File: src/rtl/sop_pkg.sv
// Package: shared helpers for the sum-of-products array.
// Assumes the configuration layout {AND plane, OR plane, polarity}
// with the polarity bits at the least significant end.
package sop_pkg;

    // Total configuration width for a given array geometry
    function automatic int cfg_width(input int n_in, input int n_term, input int n_out);
        return 2 * n_in * n_term + n_term * n_out + n_out;
    endfunction

    // Index of the true-form link of input i in term t, inside the AND plane
    function automatic int and_true_idx(input int t, input int i, input int n_in);
        return t * 2 * n_in + 2 * i + 1;
    endfunction

    // Index of the complement-form link of input i in term t, inside the AND plane
    function automatic int and_comp_idx(input int t, input int i, input int n_in);
        return t * 2 * n_in + 2 * i;
    endfunction

endpackage

File: src/rtl/sop_cfg_chain.sv
// Module: serial configuration register.
// Shifts left by one bit per clock while shift_en is high: ser_in enters
// bit 0 and ser_out shows the top bit. Reset loads RESET_VAL.
// Assumes a synchronous active-low reset.
module sop_cfg_chain #(
    parameter int            WIDTH     = 8,
    parameter logic [WIDTH-1:0] RESET_VAL = '0
) (
    input  logic             clk,
    input  logic             rst_n,
    input  logic             shift_en,
    input  logic             ser_in,
    output logic             ser_out,
    output logic [WIDTH-1:0] chain_q
);

    // Load the reset pattern, or shift one bit in when enabled
    always_ff @(posedge clk) begin
        if (!rst_n) begin
            chain_q <= RESET_VAL;
        end else if (shift_en) begin
            chain_q <= {chain_q[WIDTH-2:0], ser_in};
        end
    end

    // The bit that the next shift will push out
    assign ser_out = chain_q[WIDTH-1];

endmodule

File: src/rtl/sop_and_plane.sv
// Module: AND plane.
// Each product term ANDs the selected literals. Per input and term there
// are two links: true-form and complement-form. No link means don't care;
// both links force the term to 0. Purely combinational.
module sop_and_plane
    import sop_pkg::*;
#(
    parameter int N_IN   = 16,
    parameter int N_TERM = 48,
    localparam int LINK_W = 2 * N_IN * N_TERM
) (
    input  logic [LINK_W-1:0] links,
    input  logic [N_IN-1:0]   din,
    output logic [N_TERM-1:0] terms
);

    for (genvar t = 0; t < N_TERM; t++) begin : g_term
        logic prod;

        // Evaluate one product term over all inputs
        always_comb begin
            prod = 1'b1;
            for (int i = 0; i < N_IN; i++) begin
                if (links[and_true_idx(t, i, N_IN)] && !din[i]) prod = 1'b0;
                if (links[and_comp_idx(t, i, N_IN)] &&  din[i]) prod = 1'b0;
            end
        end

        assign terms[t] = prod;
    end

endmodule

File: src/rtl/sop_or_plane.sv
// Module: OR plane with polarity control and output gating.
// Each output ORs its linked terms, XORs with its polarity bit, and is
// forced to 0 with a zero drive enable when chip_en is low.
module sop_or_plane #(
    parameter int N_TERM = 48,
    parameter int N_OUT  = 8,
    localparam int LINK_W = N_TERM * N_OUT
) (
    input  logic [LINK_W-1:0] links,
    input  logic [N_OUT-1:0]  pol,
    input  logic [N_TERM-1:0] terms,
    input  logic              chip_en,
    output logic [N_OUT-1:0]  dout,
    output logic [N_OUT-1:0]  dout_oe
);

    for (genvar o = 0; o < N_OUT; o++) begin : g_out
        logic sum;

        // Sum of the linked product terms for this output
        assign sum = |(terms & links[o*N_TERM +: N_TERM]);

        // Apply polarity and the enable gate
        assign dout[o]    = chip_en & (sum ^ pol[o]);
        assign dout_oe[o] = chip_en;
    end

endmodule

File: src/rtl/sop_array_top.sv
// Module: configurable sum-of-products logic array (top).
// Holds the whole configuration in one serial register and evaluates the
// outputs combinationally from din. Layout from bit 0: polarity, OR
// links, AND links. Reset leaves every link present and no inversion.
module sop_array_top
    import sop_pkg::*;
#(
    parameter int N_IN   = 16,
    parameter int N_TERM = 48,
    parameter int N_OUT  = 8
) (
    input  logic             clk,
    input  logic             rst_n,
    input  logic             prog_en,
    input  logic             cfg_in,
    output logic             cfg_out,
    input  logic             chip_en,
    input  logic [N_IN-1:0]  din,
    output logic [N_OUT-1:0] dout,
    output logic [N_OUT-1:0] dout_oe
);

    localparam int AND_W = 2 * N_IN * N_TERM;
    localparam int OR_W  = N_TERM * N_OUT;
    localparam int CFG_W = cfg_width(N_IN, N_TERM, N_OUT);
    localparam logic [CFG_W-1:0] CFG_RST = {{(AND_W + OR_W){1'b1}}, {N_OUT{1'b0}}};

    logic [CFG_W-1:0]  chain_q;
    logic [N_TERM-1:0] terms;

    // Configuration storage
    sop_cfg_chain #(
        .WIDTH     (CFG_W),
        .RESET_VAL (CFG_RST)
    ) cfg_i (
        .clk      (clk),
        .rst_n    (rst_n),
        .shift_en (prog_en),
        .ser_in   (cfg_in),
        .ser_out  (cfg_out),
        .chain_q  (chain_q)
    );

    // Product terms
    sop_and_plane #(
        .N_IN   (N_IN),
        .N_TERM (N_TERM)
    ) and_i (
        .links (chain_q[N_OUT + OR_W +: AND_W]),
        .din   (din),
        .terms (terms)
    );

    // Sums, polarity and output gating
    sop_or_plane #(
        .N_TERM (N_TERM),
        .N_OUT  (N_OUT)
    ) or_i (
        .links   (chain_q[N_OUT +: OR_W]),
        .pol     (chain_q[N_OUT-1:0]),
        .terms   (terms),
        .chip_en (chip_en),
        .dout    (dout),
        .dout_oe (dout_oe)
    );

endmodule

File: config.mk
export PLATFORM = sky130hd
export DESIGN_NAME = sop_array_top
export DESIGN_NICKNAME = d
export VERILOG_FILES = /design/src/rtl/sop_pkg.sv /design/src/rtl/sop_cfg_chain.sv /design/src/rtl/sop_and_plane.sv /design/src/rtl/sop_or_plane.sv /design/src/rtl/sop_array_top.sv
export SDC_FILE = /design/constraint.sdc
export NUM_CORES = 2
export LEC_CHECK = 0
export BUFFER_PORTS_ARGS = -buffer_cell sky130_fd_sc_hd__buf_4
export CAP_MARGIN = 20
export CORE_UTILIZATION = 63
export DETAILED_ROUTE_END_ITERATION = 16
export PLACE_DENSITY_LB_ADDON = 0.3
export RECOVER_POWER = 100
export SETUP_SLACK_MARGIN = 0.4
export SLEW_MARGIN = 20
export SYNTH_ARGS = -nofsm -noshare
export SYNTH_HDL_FRONTEND = slang
export SYNTH_HIERARCHICAL = 1
export SYNTH_SLANG_ARGS = --single-unit
File: constraint.sdc
create_clock -name clk -period 4.02 [get_ports clk]
set_input_delay 0.603 -clock clk [delete_from_list [all_inputs] [get_ports clk]]
set_output_delay 0.603 -clock clk [all_outputs]
set_load 0.02 [all_outputs]
### Yosys cells after proc, flatten, opt, wreduce, memory -nomap -nowiden

Index checks and enable logic that the tools add are counted.

| operators by class | value |
|---|---|
| multiplexer cells | 1536 |
| bitwise logic cells | 24 |
| reductions and logical operators | 1560 |

Operators with widths:

| operator | count |
|---|---|
| logical AND 1 bit | 1536 |
| 2-to-1 mux 1 bit | 1536 |
| AND 48 bit | 8 |
| OR reduction 48 bit | 8 |
| zero test 1 bit | 16 |
| AND 1 bit | 8 |
| bitwise XOR 1 bit | 8 |

| word-level totals | value |
|---|---|
| output and inout port bits | 17 |
| input port bits | 21 |
| flip-flop bits (word level) | 1928 |
| logic and storage cells | 3121 |

### Logic depth before layout (Yosys ltp)

| depth | value |
|---|---|
| word-level depth | 38 |
| gate-level depth with buffers | 13 |
| gate-level depth less buffers | 8 |

### By module

The synthesis kept the hierarchy.

Modules (own cells, without submodules):

| module | times used | seq. area each (um^2) | area an instance (um^2) | cells an instance |
|---|---|---|---|---|
| sop_cfg_chain | 1 | 38597.0 | 70317.4 | 6214 |
| sop_and_plane | 1 | 0.0 | 10341.2 | 1152 |
| sop_or_plane | 1 | 0.0 | 2378.5 | 296 |

### Worst setup path after synthesis

Ideal clock, no wire load.

| timing path | value |
|---|---|
| path kind | input port to output port |
| from | input din[0] |
| to | output dout[0] |
| stages | 13 |
| required time | 3.417 ns |
| slack | 0.502 ns |
| buffers on the path | 5 |
| data arrival time | 2.915 ns |
| path through | clkbuf_1 buf_4 buf_2 mux2i_1 nand4_1 nor4_2 buf_4 buf_2 a22o_1 a221oi_1 nand4_1 or4_1 and3_1 |

| between the ends | value |
|---|---|
| word-level cells in the longest chain between the ends | 38 |
| elaborated cells between the ends (all ways) | 1637 |
| classes of those cells | mux: 1536; bitwise: 3; reduce/logical: 98 |

RTL lines:

| element | RTL line | source |
|---|---|---|
| start: declaration | sop_array_top.sv:18 | `input logic [N_IN-1:0] din,` |
| zero test 1 bit | sop_and_plane.sv:24 | `if (links[and_true_idx(t, i, N_IN)] && !din[i]) prod = 1'b0;` |
| logical AND 1 bit | sop_and_plane.sv:24 |  |
| 2-to-1 mux 1 bit | sop_and_plane.sv:24 |  |
| 2-to-1 mux 1 bit * | sop_and_plane.sv:25 | `if (links[and_comp_idx(t, i, N_IN)] && din[i]) prod = 1'b0;` |
| 2-to-1 mux 1 bit * | sop_and_plane.sv:24 |  |
| 2-to-1 mux 1 bit * | sop_and_plane.sv:25 |  |
| 2-to-1 mux 1 bit * | sop_and_plane.sv:24 |  |
| 2-to-1 mux 1 bit * | sop_and_plane.sv:25 |  |
| (+23 left out) | - |  |
| 2-to-1 mux 1 bit * | sop_and_plane.sv:25 |  |
| 2-to-1 mux 1 bit * | sop_and_plane.sv:24 |  |
| 2-to-1 mux 1 bit * | sop_and_plane.sv:25 |  |
| via and_i.g_term[31].prod | sop_and_plane.sv:18 | `logic prod;` |
| AND 48 bit * | sop_or_plane.sv:21 | `assign sum = \|(terms & links[o*N_TERM +: N_TERM]);` |
| OR reduction 48 bit * | sop_or_plane.sv:21 |  |
| bitwise XOR 1 bit * | sop_or_plane.sv:24 | `assign dout[o] = chip_en & (sum ^ pol[o]);` |
| AND 1 bit * | sop_or_plane.sv:24 |  |
| end: declaration | sop_array_top.sv:19 | `output logic [N_OUT-1:0] dout,` |

The timed path passes the listed nets; every way through them passes the cells marked *.

### Worst setup path in the final report

| timing path | value |
|---|---|
| from | input din[9] |
| to | output dout[2] |

| between the ends | value |
|---|---|
| word-level cells in the longest chain between the ends | 20 |
| elaborated cells between the ends (all ways) | 773 |
| classes of those cells | mux: 672; bitwise: 3; reduce/logical: 98 |

RTL lines:

| element | RTL line | source |
|---|---|---|
| zero test 1 bit | sop_and_plane.sv:24 |  |
| logical AND 1 bit | sop_and_plane.sv:24 |  |
| 2-to-1 mux 1 bit | sop_and_plane.sv:24 |  |
| 2-to-1 mux 1 bit * | sop_and_plane.sv:25 |  |
| 2-to-1 mux 1 bit * | sop_and_plane.sv:24 |  |
| 2-to-1 mux 1 bit * | sop_and_plane.sv:25 |  |
| 2-to-1 mux 1 bit * | sop_and_plane.sv:24 |  |
| 2-to-1 mux 1 bit * | sop_and_plane.sv:25 |  |
| (+5 left out) | - |  |
| 2-to-1 mux 1 bit * | sop_and_plane.sv:25 |  |
| 2-to-1 mux 1 bit * | sop_and_plane.sv:24 |  |
| 2-to-1 mux 1 bit * | sop_and_plane.sv:25 |  |
| via terms[15] | sop_array_top.sv:29 | `logic [N_TERM-1:0] terms;` |
| AND 48 bit * | sop_or_plane.sv:21 |  |
| OR reduction 48 bit * | sop_or_plane.sv:21 |  |
| bitwise XOR 1 bit * | sop_or_plane.sv:24 |  |
| AND 1 bit * | sop_or_plane.sv:24 |  |

Marked as above.

==> out/results.md <==
| Item | This run | Unit |
| --- | --- | --- |
| Run status | complete, but fails checks | - |
| Failing checks | max-capacitance violations, max-slew violations | - |
| Biggest register | cfg_i/chain_q | - |
| Number of antenna violations at the first check in global routing | 1 | - |
| Placer's final routability congestion estimate | 0.899 | - |
| Tmin final | 3920 | ps |
| Data required time at the worst endpoint | 3420 | ps |
| Vias per Instance | 5.85 | - |
| Critical path type | input port to primary output | - |
| Mean Syn Cell Area | 10.8 | µm² |
| Remaining routing DRC violations | 0 | - |
| Number of flip-flops under the largest register name | 1928 | - |
| Net switching component of the power | 8820 | µW |
| Total chip power | 39300 | µW |
| Post-Syn Area | 0.0830 | mm² |
| Maximum clock frequency | 255 | MHz |
| Worst slew slack as a fraction of its limit | -120 | % |
| Internal Dissipation | 30500 | µW |
| Top flop regs | cfg_i/chain_q x1928 | - |
| Number of buffers added by the clock tree synthesis step | 191 | - |
| PortBufs | 37 | - |
| Horizontal die dimension | 365 | µm |
| Number of global-route vias before repair | 54300 | - |
| Number of rows in the core area | 132 | - |
| Maximum vdd drop | 0.434 | mV |
| Critical path peak fanout | 11 | - |
| Final hold slack | 43.0 | ps |
| Worst Setup Start Kind | input port | - |
| Die Ht | 365 | µm |
| Die area | 0.133 | mm² |
| Part of the total power dissipated in the clock network | 46.1 | % |
| Switching share of power | 22.4 | % |
| Most frequent cells in the layout | 2669 x sky130_fd_sc_hd__mux2i_1, 1920 x sky130_fd_sc_hd__nand2_1, 1610 x sky130_fd_sc_hd__dfxtp_1 | - |
| Sequential share of power | 48.6 | % |
| Count of nets after finishing | 7683 | - |
| Setup repair after global routing missed its margin | true | - |
| Leading cell types by total area after synthesis | sky130_fd_sc_hd__dfxtp_1 46%, sky130_fd_sc_hd__mux2i_1 32%, sky130_fd_sc_hd__nand2_1 8.7%, sky130_fd_sc_hd__buf_12 5.1%, sky130_fd_sc_hd__nand4_1 1.6% | - |
| Post-DP HPWL | 129000 | µm |
| Largest net degree at the start of global routing | 154 | - |
| Cell accounting for the most synthesized area | sky130_fd_sc_hd__dfxtp_1 | - |
| Number of detailed-route iterations in the first pass | 6 | - |
| Max Slew Vio Count | 85 | - |
| Violation count after the first detailed-routing iteration | 4869 | - |
| Biggest cell delay along the critical path | 550 | ps |
| Cells after synthesis | 7662 | - |
| Post-detailed-routing wire length | 199000 | µm |
| Clock latency reported for the late side of the worst-skew pair | 840 | ps |
| Leading cell type in the layout, fill and taps excluded | sky130_fd_sc_hd__mux2i_1 | - |
| Core Util, Final | 69.9 | % |
| Hold buffer count at CTS | 0 | - |
| Starting density of the core | 63.8 | % |
| Power per standard cell area | 432 | mW/mm² |
| Io pins | 38 | - |
| Syn_nets | 7683 | - |
| Slowest cell on the critical path | sky130_fd_sc_hd__or4_4 | - |
| Final setup violation count | 0 | - |
| Yosys top cell area share | 46.5 | % |
| Post-placement worst setup slack | -109 | ps |
| Max-cap check violation count | 1 | - |
| Hold Violations, Final | 0 | - |
| Part of the total power dissipated in combinational logic | 5.3 | % |
| Total global-route track usage | 29.2 | % |
| Worst min-delay path category | input port to flip-flop | - |
| First-pass GRT wire length | 308000 | µm |
| Count of vias placed by the detailed router | 56000 | - |
| Warnings from Yosys | 6 | - |
| Antenna violation net count after detailed routing | 0 | - |
| Routed WL per cell | 20.8 | µm |
| Root buf cell | sky130_fd_sc_hd__clkbuf_16 | - |
| Share of synthesized area occupied by flip-flops and latches | 46.5 | % |
| Capturing element type of the critical path | primary output | - |
| Relative area change from synthesis to final layout | 9.53 | % |
| Number of clock sinks | 1928 | - |
| Clk_skew | 23.4 | ps |
| Core ar. | 0.130 | mm² |
| Clock tree from TritonCTS | built | - |
| Placed cell area | 0.0834 | mm² |
| Ratio of final minimum period to clock period | 97.5 | % |
| Critical Path AT | 3320 | ps |
| Slew at the pin closest to its max-slew limit | 3300 | ps |
| Total leakage power | 0.0394 | µW |
| Unique masters post-synth | 20 | - |
| Least setup slack across all paths after layout | 99.6 | ps |
| Fraction of layout cells with a size suffix above 1 | 14.8 | % |
| Cell-by-cell listing of the critical path | buf_4 > buf_4 > mux2i_1 > nand4_1 > nor4_2 > buf_12 > a22o_1 > a221oi_2 > nand4_1 > or4_4 > and3_4 > buf_6 | - |
| Clock transition at the registers of the reported paths | 60 | ps |
| H-tree levels | 4 | - |
| Cell area after layout | 0.0909 | mm² |
| Flip-flop and latch count after synthesis | 1928 | - |
| Max Root-Sink Buffers | 3 | - |
| Aggregate global routing overflow | 0 | - |
layout make-up:
type	count	area [µm²]
fill	9466	39200
sequential	1928	39000
multi-input combinational	5104	38800
clock buffer	287	5680
timing repair buffer	437	4620
tap	1742	2180
clock inverter	61	703
antenna	1	2.50
cell usage after synthesis:
cell,number
sky130_fd_sc_hd__nor4_1,27
sky130_fd_sc_hd__nor4_2,21
sky130_fd_sc_hd__buf_6,38
sky130_fd_sc_hd__clkbuf_1,181
sky130_fd_sc_hd__or4_1,8
sky130_fd_sc_hd__mux2i_1,2696
sky130_fd_sc_hd__a22o_2,1
sky130_fd_sc_hd__o31ai_1,8
sky130_fd_sc_hd__nand2_1,1920
sky130_fd_sc_hd__a221oi_1,91
sky130_fd_sc_hd__buf_4,67
sky130_fd_sc_hd__a22o_1,95
sky130_fd_sc_hd__nor2b_1,8
sky130_fd_sc_hd__nand4_1,216
sky130_fd_sc_hd__buf_8,3
sky130_fd_sc_hd__dfxtp_1,1928
sky130_fd_sc_hd__buf_12,211
sky130_fd_sc_hd__a221oi_2,5
sky130_fd_sc_hd__and3_1,8
sky130_fd_sc_hd__buf_2,130
timing repair:
item	in CTS	in global routing
pin swaps	90	59
endpoints found under the hold margin	0	0
setup buffers	57	10
endpoints found under the setup margin	8	8
gates cloned	0	0
gates resized for setup	330	141
logic make-up (layout without fill, tap and decap cells):
logic type | after synthesis | count (layout) | share of synthesized area (%)
DFF | 1928 | 1928 | 46.5
muxes | 2696 | 2696 | 32.5
other | 0 | 1 | 0
buffers and inverters | 630 | 785 | 7.86
and+or+nand+nor | 2208 | 2208 | 11.0
AOI/OAI and AO/OA | 200 | 200 | 2.14
worst max-delay path, delay by kind of cell:
| kind | cells | cell delay (ps) |
|---|---|---|
| and+or+nand+nor | 5 | 1220 |
| buffers and inverters | 4 | 850 |
| muxes | 1 | 140 |
| AOI/OAI and AO/OA | 2 | 460 |
layer usage:
| metal | vias up | track usage (%) | routed length (µm) |
|---|---|---|---|
| li1 | 26600 | - | - |
| met1 | 27200 | 39.1 | 87900 |
| met2 | 1559 | 47.3 | 91300 |
| met3 | 517 | 5.44 | 12600 |
| met4 | 2 | 10.1 | 7530 |
| met5 | - | 0 | 13 |
worst paths after layout:
path,from,to,slack (ps),cells past startpoint
hold reg to reg,cfg_i/chain_q[1596]$_SDFFE_PN1P_,cfg_i/chain_q[1597]$_SDFFE_PN1P_,470,2
hold / removal,cfg_in,cfg_i/chain_q[0]$_SDFFE_PN0P_,40,3
setup reg to reg,cfg_i/chain_q[1268]$_SDFFE_PN1P_,cfg_i/chain_q[1268]$_SDFFE_PN1P_,3090,4
setup / recovery,din[9],dout[2],100,12
power groups by stage:
stage | Sequential (µW) | Clock (µW) | Combinational [µW]
floorplan | 19500 | 0 | 1850
global placement | 19500 | 0 | 2050
detailed placement | 19500 | 0 | 2060
CTS | 19100 | 18300 | 2080
global route | 19100 | 19100 | 2150
finish | 19100 | 18100 | 2080
stage by stage:
stage	std cells	TNS [ps]
6_report	9560	0
3_3_place_gp	9144	-386
3_5_place_dp	9144	-262
2_1_floorplan	7662	0
5_1_grt	9559	0
4_1_cts	9549	0
Power figures use the tool's default switching activity.
